`src/rtl/dbgreg_cmd_pkg.sv`:
```
package dbgreg_cmd_pkg;
  localparam int unsigned CMD_W = 16;

  localparam logic [3:0] GRP_REG = 4'h2;
  localparam logic [3:0] OP_RD   = 4'h1;
  localparam logic [3:0] OP_WR   = 4'h0;
  localparam logic [3:0] SUB_REG = 4'h8;

  localparam logic [CMD_W-1:0] D_NOT_READY = 16'h0000;
  localparam logic [CMD_W-1:0] D_BUS_ERR   = 16'h0001;
  localparam logic [CMD_W-1:0] D_ILLEGAL   = 16'hFFFF;
  localparam logic [CMD_W-1:0] D_DONE      = 16'hFFFF;

  typedef enum logic [1:0] {CMD_ILL, CMD_RD, CMD_WR} cmd_kind_e;

  typedef enum logic [2:0] {
    S_IDLE, S_RD_HI, S_RD_LO, S_WR_HI, S_WR_LO, S_WR_DONE, S_ILL
  } seq_state_e;

  typedef struct packed {
    logic             status;
    logic [CMD_W-1:0] data;
  } resp_t;
endpackage

```
`src/rtl/dbgreg_cmd_decode.sv`:
```
module dbgreg_cmd_decode
  import dbgreg_cmd_pkg::*;
#(
  parameter int unsigned NUM_W = 3
) (
  input  logic [CMD_W-1:0] word_i,
  output cmd_kind_e        kind_o,
  output logic [NUM_W:0]   idx_o
);
  localparam int unsigned GRP_LSB = 12;
  localparam int unsigned OP_LSB  = 8;
  localparam int unsigned SUB_LSB = 4;
  localparam int unsigned AD_BIT  = 3;

  logic [3:0] grp, op, sub;
  logic       frame_ok;

  assign grp      = word_i[GRP_LSB +: 4];
  assign op       = word_i[OP_LSB  +: 4];
  assign sub      = word_i[SUB_LSB +: 4];
  assign frame_ok = (grp == GRP_REG) && (sub == SUB_REG);
  assign idx_o    = {word_i[AD_BIT], word_i[NUM_W-1:0]};

  always_comb begin
    kind_o = CMD_ILL;
    if (frame_ok) begin
      if (op == OP_RD)      kind_o = CMD_RD;
      else if (op == OP_WR) kind_o = CMD_WR;
    end
  end
endmodule

```
`src/rtl/dbgreg_cmd_seq.sv`:
```
module dbgreg_cmd_seq
  import dbgreg_cmd_pkg::*;
#(
  parameter int unsigned NUM_W = 3
) (
  input  logic               clk_i,
  input  logic               rst_ni,
  input  logic               xfer_i,
  input  logic [CMD_W-1:0]   word_i,
  input  logic               halted_i,
  input  cmd_kind_e          kind_i,
  input  logic [NUM_W:0]     idx_i,
  output resp_t              resp_o,
  output logic [NUM_W:0]     rf_addr_o,
  output logic               rf_re_o,
  output logic               rf_we_o,
  output logic [2*CMD_W-1:0] rf_wdata_o,
  input  logic [2*CMD_W-1:0] rf_rdata_i
);
  localparam int unsigned DATA_W = 2 * CMD_W;

  seq_state_e       state_q, state_d;
  resp_t            resp_q, resp_d;
  logic [CMD_W-1:0] hi_q, hi_d, lo_q, lo_d;
  logic [NUM_W:0]   addr_q, addr_d;
  logic             berr_q, berr_d;

  assign rf_addr_o  = addr_q;
  assign rf_re_o    = xfer_i && (state_q == S_RD_HI) && halted_i;
  assign rf_we_o    = xfer_i && (state_q == S_WR_LO) && halted_i;
  assign rf_wdata_o = {hi_q, word_i};
  assign resp_o     = resp_q;

  always_comb begin
    state_d = state_q;
    resp_d  = resp_q;
    hi_d    = hi_q;
    lo_d    = lo_q;
    addr_d  = addr_q;
    berr_d  = berr_q;
    if (xfer_i) begin
      unique case (state_q)
        S_IDLE: begin
          resp_d = '{status: 1'b1, data: D_NOT_READY};
          addr_d = idx_i;
          unique case (kind_i)
            CMD_RD:  state_d = S_RD_HI;
            CMD_WR:  state_d = S_WR_HI;
            default: state_d = S_ILL;
          endcase
        end
        S_RD_HI: begin
          if (halted_i) begin
            resp_d  = '{status: 1'b0, data: rf_rdata_i[DATA_W-1:CMD_W]};
            lo_d    = rf_rdata_i[CMD_W-1:0];
            state_d = S_RD_LO;
          end else begin
            resp_d  = '{status: 1'b1, data: D_BUS_ERR};
            state_d = S_IDLE;
          end
        end
        S_RD_LO: begin
          resp_d  = '{status: 1'b0, data: lo_q};
          state_d = S_IDLE;
        end
        S_WR_HI: begin
          hi_d    = word_i;
          resp_d  = '{status: 1'b1, data: D_NOT_READY};
          state_d = S_WR_LO;
        end
        S_WR_LO: begin
          berr_d  = !halted_i;
          resp_d  = '{status: 1'b1, data: D_NOT_READY};
          state_d = S_WR_DONE;
        end
        S_WR_DONE: begin
          resp_d  = berr_q ? '{status: 1'b1, data: D_BUS_ERR}
                           : '{status: 1'b0, data: D_DONE};
          state_d = S_IDLE;
        end
        S_ILL: begin
          resp_d  = '{status: 1'b1, data: D_ILLEGAL};
          state_d = S_IDLE;
        end
        default: state_d = S_IDLE;
      endcase
    end
  end

  always_ff @(posedge clk_i or negedge rst_ni) begin
    if (!rst_ni) begin
      state_q <= S_IDLE;
      resp_q  <= '0;
      hi_q    <= '0;
      lo_q    <= '0;
      addr_q  <= '0;
      berr_q  <= 1'b0;
    end else begin
      state_q <= state_d;
      resp_q  <= resp_d;
      hi_q    <= hi_d;
      lo_q    <= lo_d;
      addr_q  <= addr_d;
      berr_q  <= berr_d;
    end
  end


  resp_hold_chk: assert property (@(posedge clk_i) disable iff (!rst_ni)
    !xfer_i |=> $stable(resp_o));


  cmd_slot_nr_chk: assert property (@(posedge clk_i) disable iff (!rst_ni)
    (xfer_i && state_q == S_IDLE) |=> (resp_o.status && resp_o.data == D_NOT_READY));


  strobe_excl_chk: assert property (@(posedge clk_i) disable iff (!rst_ni)
    !(rf_re_o && rf_we_o));


  strobe_slot_chk: assert property (@(posedge clk_i) disable iff (!rst_ni)
    (rf_re_o || rf_we_o) |-> (xfer_i && halted_i));


  rd_upper_chk: assert property (@(posedge clk_i) disable iff (!rst_ni)
    rf_re_o |=> (!resp_o.status && resp_o.data == $past(rf_rdata_i[DATA_W-1:CMD_W])));
endmodule

```
`src/rtl/dbgreg_cmd_engine.sv`:
```
module dbgreg_cmd_engine
  import dbgreg_cmd_pkg::*;
#(
  parameter int unsigned NUM_W = 3
) (
  input  logic             clk_i,
  input  logic             rst_ni,
  input  logic             xfer_i,
  input  logic [15:0]      word_i,
  input  logic             halted_i,
  output logic             resp_status_o,
  output logic [15:0]      resp_data_o,
  output logic [NUM_W:0]   rf_addr_o,
  output logic             rf_re_o,
  output logic             rf_we_o,
  output logic [31:0]      rf_wdata_o,
  input  logic [31:0]      rf_rdata_i
);
  cmd_kind_e      kind;
  logic [NUM_W:0] idx;
  resp_t          resp;

  dbgreg_cmd_decode #(.NUM_W(NUM_W)) u_decode (
    .word_i (word_i),
    .kind_o (kind),
    .idx_o  (idx)
  );

  dbgreg_cmd_seq #(.NUM_W(NUM_W)) u_seq (
    .clk_i      (clk_i),
    .rst_ni     (rst_ni),
    .xfer_i     (xfer_i),
    .word_i     (word_i),
    .halted_i   (halted_i),
    .kind_i     (kind),
    .idx_i      (idx),
    .resp_o     (resp),
    .rf_addr_o  (rf_addr_o),
    .rf_re_o    (rf_re_o),
    .rf_we_o    (rf_we_o),
    .rf_wdata_o (rf_wdata_o),
    .rf_rdata_i (rf_rdata_i)
  );

  assign resp_status_o = resp.status;
  assign resp_data_o   = resp.data;
endmodule

```
`config.mk`:
```
export PLATFORM = sky130hd
export DESIGN_NAME = dbgreg_cmd_engine
export DESIGN_NICKNAME = d
export VERILOG_FILES = /design/src/rtl/dbgreg_cmd_pkg.sv /design/src/rtl/dbgreg_cmd_decode.sv /design/src/rtl/dbgreg_cmd_seq.sv /design/src/rtl/dbgreg_cmd_engine.sv
export SDC_FILE = /design/constraint.sdc
export NUM_CORES = 1
export LEC_CHECK = 0
export ABC_AREA = 1
export BUFFER_PORTS_ARGS = -buffer_cell sky130_fd_sc_hd__buf_2
export CELL_PAD_IN_SITES_DETAIL_PLACEMENT = 0
export CELL_PAD_IN_SITES_GLOBAL_PLACEMENT = 2
export CORE_MARGIN = 2
export CORE_UTILIZATION = 29
export CTS_BUF_LIST = sky130_fd_sc_hd__clkbuf_2
export DETAILED_ROUTE_END_ITERATION = 6
export HOLD_SLACK_MARGIN = 0.08
export PLACE_DENSITY = 0.94
export SYNTH_ARGS = -nofsm -noshare
export SYNTH_HDL_FRONTEND = slang
export SYNTH_SLANG_ARGS = --single-unit
```
`constraint.sdc`:
```
create_clock -name clk_i -period 3.59 [get_ports clk_i]
set_input_delay 0 -clock clk_i [delete_from_list [all_inputs] [get_ports clk_i]]
set_output_delay 0 -clock clk_i [all_outputs]
set_load 0.01 [all_outputs]
```
==> flow_summary.toml <==
[run_status]
status = "finished clean"

[worst_setup_path]
critical_path_class = "flip-flop to flip-flop"
start_kind = "flip-flop"
arrival_ns = 2.74
cpLargestDelayFamily = "simple AND/OR/NAND/NOR gates"
critical_path.cell_chain = "nand4_4 > nor2_2 > nand2_1 > nand2_1 > dlygate4sd3_1"
worstSetupEndpointType = "flip-flop"
ff2ff_path_depth = 5
rrSetupSlack_ns = 1.30
worstReg2RegStart = "u_seq.state_q[0]$_DFFE_PN0P_"
worstReg2RegEnd = "u_seq.lo_q[6]$_DFFE_PN0P_"
slowest_delay_ns = 0.66
cp_slowest_cell = "dfrtp_1"
crit_buf_inv = 1
cpMostUsedCell = "nand2_1"
path_max_fanout = 18
crit_required_ns = 4.05

[timing]
max_freq_ghz = 0.438
hold_slack_ns = 0.136
post-route-min-period_ns = 2.29
finalHoldViolCount = 0
fin_ws_ns = 1.30
worst_pin_slew_ns = 0.667
slew_headroom_pct = 55.5
period_share_pct = 63.7
rsz0062_at_grt = "no"
slew_violations = 0
clock_skew_ns = 0.0200
fin_setup_tns_ns = 0
setup_viol = 0

[place]
dp_hpwl_um = 5300
port-buffer-count = 106
gp_congestion = 0.736
pre_cts_ws_ns = 1.90

[clocking]
clk_latency_ns = 0.51
cts.path.max_buffers = 2
cts_sinks = 57
htree_levels = 3
numCtsBuffers = 9
clk_pin_slew_ns = 0.18
cts_tree = "yes"
clockRootBuffer = "clkbuf_2"

[grt]
grt_pass1_wl_um = 13600
grtUsageTotal_pct = 15.3
overflow = 0
grt_antenna_before_repair = 0
grt_pass1_vias = 2889
grt_start_max_net_pins = 53

[floorplanning]
start_util_pct = 29.9
die_w_um = 105
die-area_um2 = 10900
ios = 107
std_cell_rows = 36
die_y_um = 105
coreArea_um2 = 9820

[detailed_routing]
drc = 0
drt-total-wl_um = 7920
routed_via_density = 4.24
detail_route.wl_per_cell_um = 11.6
num_vias = 2891
dr.first_iter.drc_count = 165
dr.pass1.iters = 4
ant_nets = 0

[synth]
yosysMostFrequentCell = "nand2_1"
synth_async_sr_flop_share_pct = 100
seq_area_frac_synth_pct = 48.6
post_synth.cell_area_avg_um2 = 7.61
synthDistinctLibCells = 24
synth-main-ff-cell = "dfrtp_1"
synth.largest_area_cell = "dfrtp_1"
ys_ff_latch = 57
netlist.area_leader.share_pct = 48.6
yosys-top-cells-area = "dfrtp_1, nand2_1, nor2_1, o21ai_0, buf_4"
synthCells = 386
ys_warn_count = 0
syn_area_um2 = 2940
synth_edf_count = 0
yosys-top-cells-count = "nand2_1, dfrtp_1, nor2_1"
syn-num-nets = 439

[pwr]
power_frac_clock_pct = 17.0
peakVddDrop_v = 0.000221
p_per_area_nw_per_um2 = 679
p_leak_nw = 2.36
p_sw_mw = 1.17
pwr-share-comb_pct = 42.8
p_int_mw = 1.72
power_switching_share_pct = 40.4
pwr-share-seq_pct = 40.2

[final_layout]
drive_gt1_share_pct = 24.6
area_growth_pct = 45.2
nFillCells = 1048
n_antenna_cell = 0
finish.net_count = 597

[hold_path]
min_path_type = "input port to async pin"

[flow_run]
cap_violations = 0
cell usage in the layout (no fill, tap or decap), drive strengths merged, types with 9 or more instances in the layout:
cell,instances
nand2,132
o21ai,41
nor2,53
nand3,23
inv,37
dlygate4sd3,71
dfrtp,57
buf,108
clkbuf,9
cells by family after synthesis:
logic type                 share of synthesized area (%)
and+or+nand+nor                                     30.6
buffers and inverters                               12.8
adders and majority gates                          0.426
DFF                                                 48.6
AOI/OAI and AO/OA                                   7.58
routing by layer:
metal | up-vias | GRT usage [%] | share of wire, %
li1 | 1495 | - | -
met1 | 1317 | 20.4 | 48
met2 | 67 | 24.2 | 46
met3 | 12 | 3.12 | 4.3
met4 | 0 | 6.57 | 2.0
met5 | - | 0 | 0
state kept, by name, summed over array words and instances, names as in the netlist:
register / cells
u_seq.hi_q: 16
u_seq.berr_q: 1
u_seq.state_q: 3
u_seq.resp_o: 17
u_seq.rf_addr_o: 4
u_seq.lo_q: 16
worst max path at each step:
| stage | startpoint | endpoint | slack (ns) | cells past startpoint |
|---|---|---|---|---|
| detailed placement | u_seq.state_q[0]$_DFFE_PN0P_ | u_seq.lo_q[6]$_DFFE_PN0P_ | 1.90 | 4 |
| finish | u_seq.state_q[0]$_DFFE_PN0P_ | u_seq.lo_q[6]$_DFFE_PN0P_ | 1.30 | 5 |
| global placement | u_seq.state_q[0]$_DFFE_PN0P_ | u_seq.lo_q[5]$_DFFE_PN0P_ | 1.94 | 4 |
| floorplan | u_seq.state_q[2]$_DFFE_PN0P_ | u_seq.lo_q[10]$_DFFE_PN0P_ | 2.33 | 6 |
| global route | u_seq.state_q[0]$_DFFE_PN0P_ | u_seq.lo_q[6]$_DFFE_PN0P_ | 1.07 | 5 |
| CTS | u_seq.state_q[0]$_DFFE_PN0P_ | u_seq.lo_q[8]$_DFFE_PN0P_ | 1.33 | 5 |
final cells by class:
cell class	count	area, um^2	share of cell area (%)
multi-input cells	260	1130	26.6
clock buffers	9	45.0	1.06
inverters	37	139	3.26
repair buffers	179	1260	29.5
flip-flops and latches	57	1430	33.5
well taps	133	166	3.90
clock inverters	7	95.1	2.23
timing repair:
action | in CTS | in global routing
hold buffers | 71 | 0
hold endpoints to repair | 114 | 0
resized for setup | 0 | 0
setup buffers | 0 | 0
tightest hold or removal path, cell delays in order:
cell and delay [ns]:
dlygate4sd3_1 0.52, buf_2 0.11, buf_4 0.53
power by group through the flow:
stage          sequential, mW  clock [mW]  combinational, mW
6_report                 1.16       0.493               1.24
5_1_grt                  1.21       0.538               1.41
4_1_cts                  1.16       0.504               1.25
3_5_place_dp             1.18           0               1.07
3_3_place_gp             1.17           0               1.06
2_1_floorplan            1.23           0              0.635
stage by stage:
step	area (um^2)	utilization, %	std cells	power (mW)
floorplan	2940	-	386	1.86
global placement	3410	34.7	595	2.23
detailed placement	3410	34.7	595	2.25
CTS	4260	43.4	682	2.91
global route	4260	43.4	682	3.15
finish	4260	43.4	682	2.89
(Power assumes the default switching activity.)
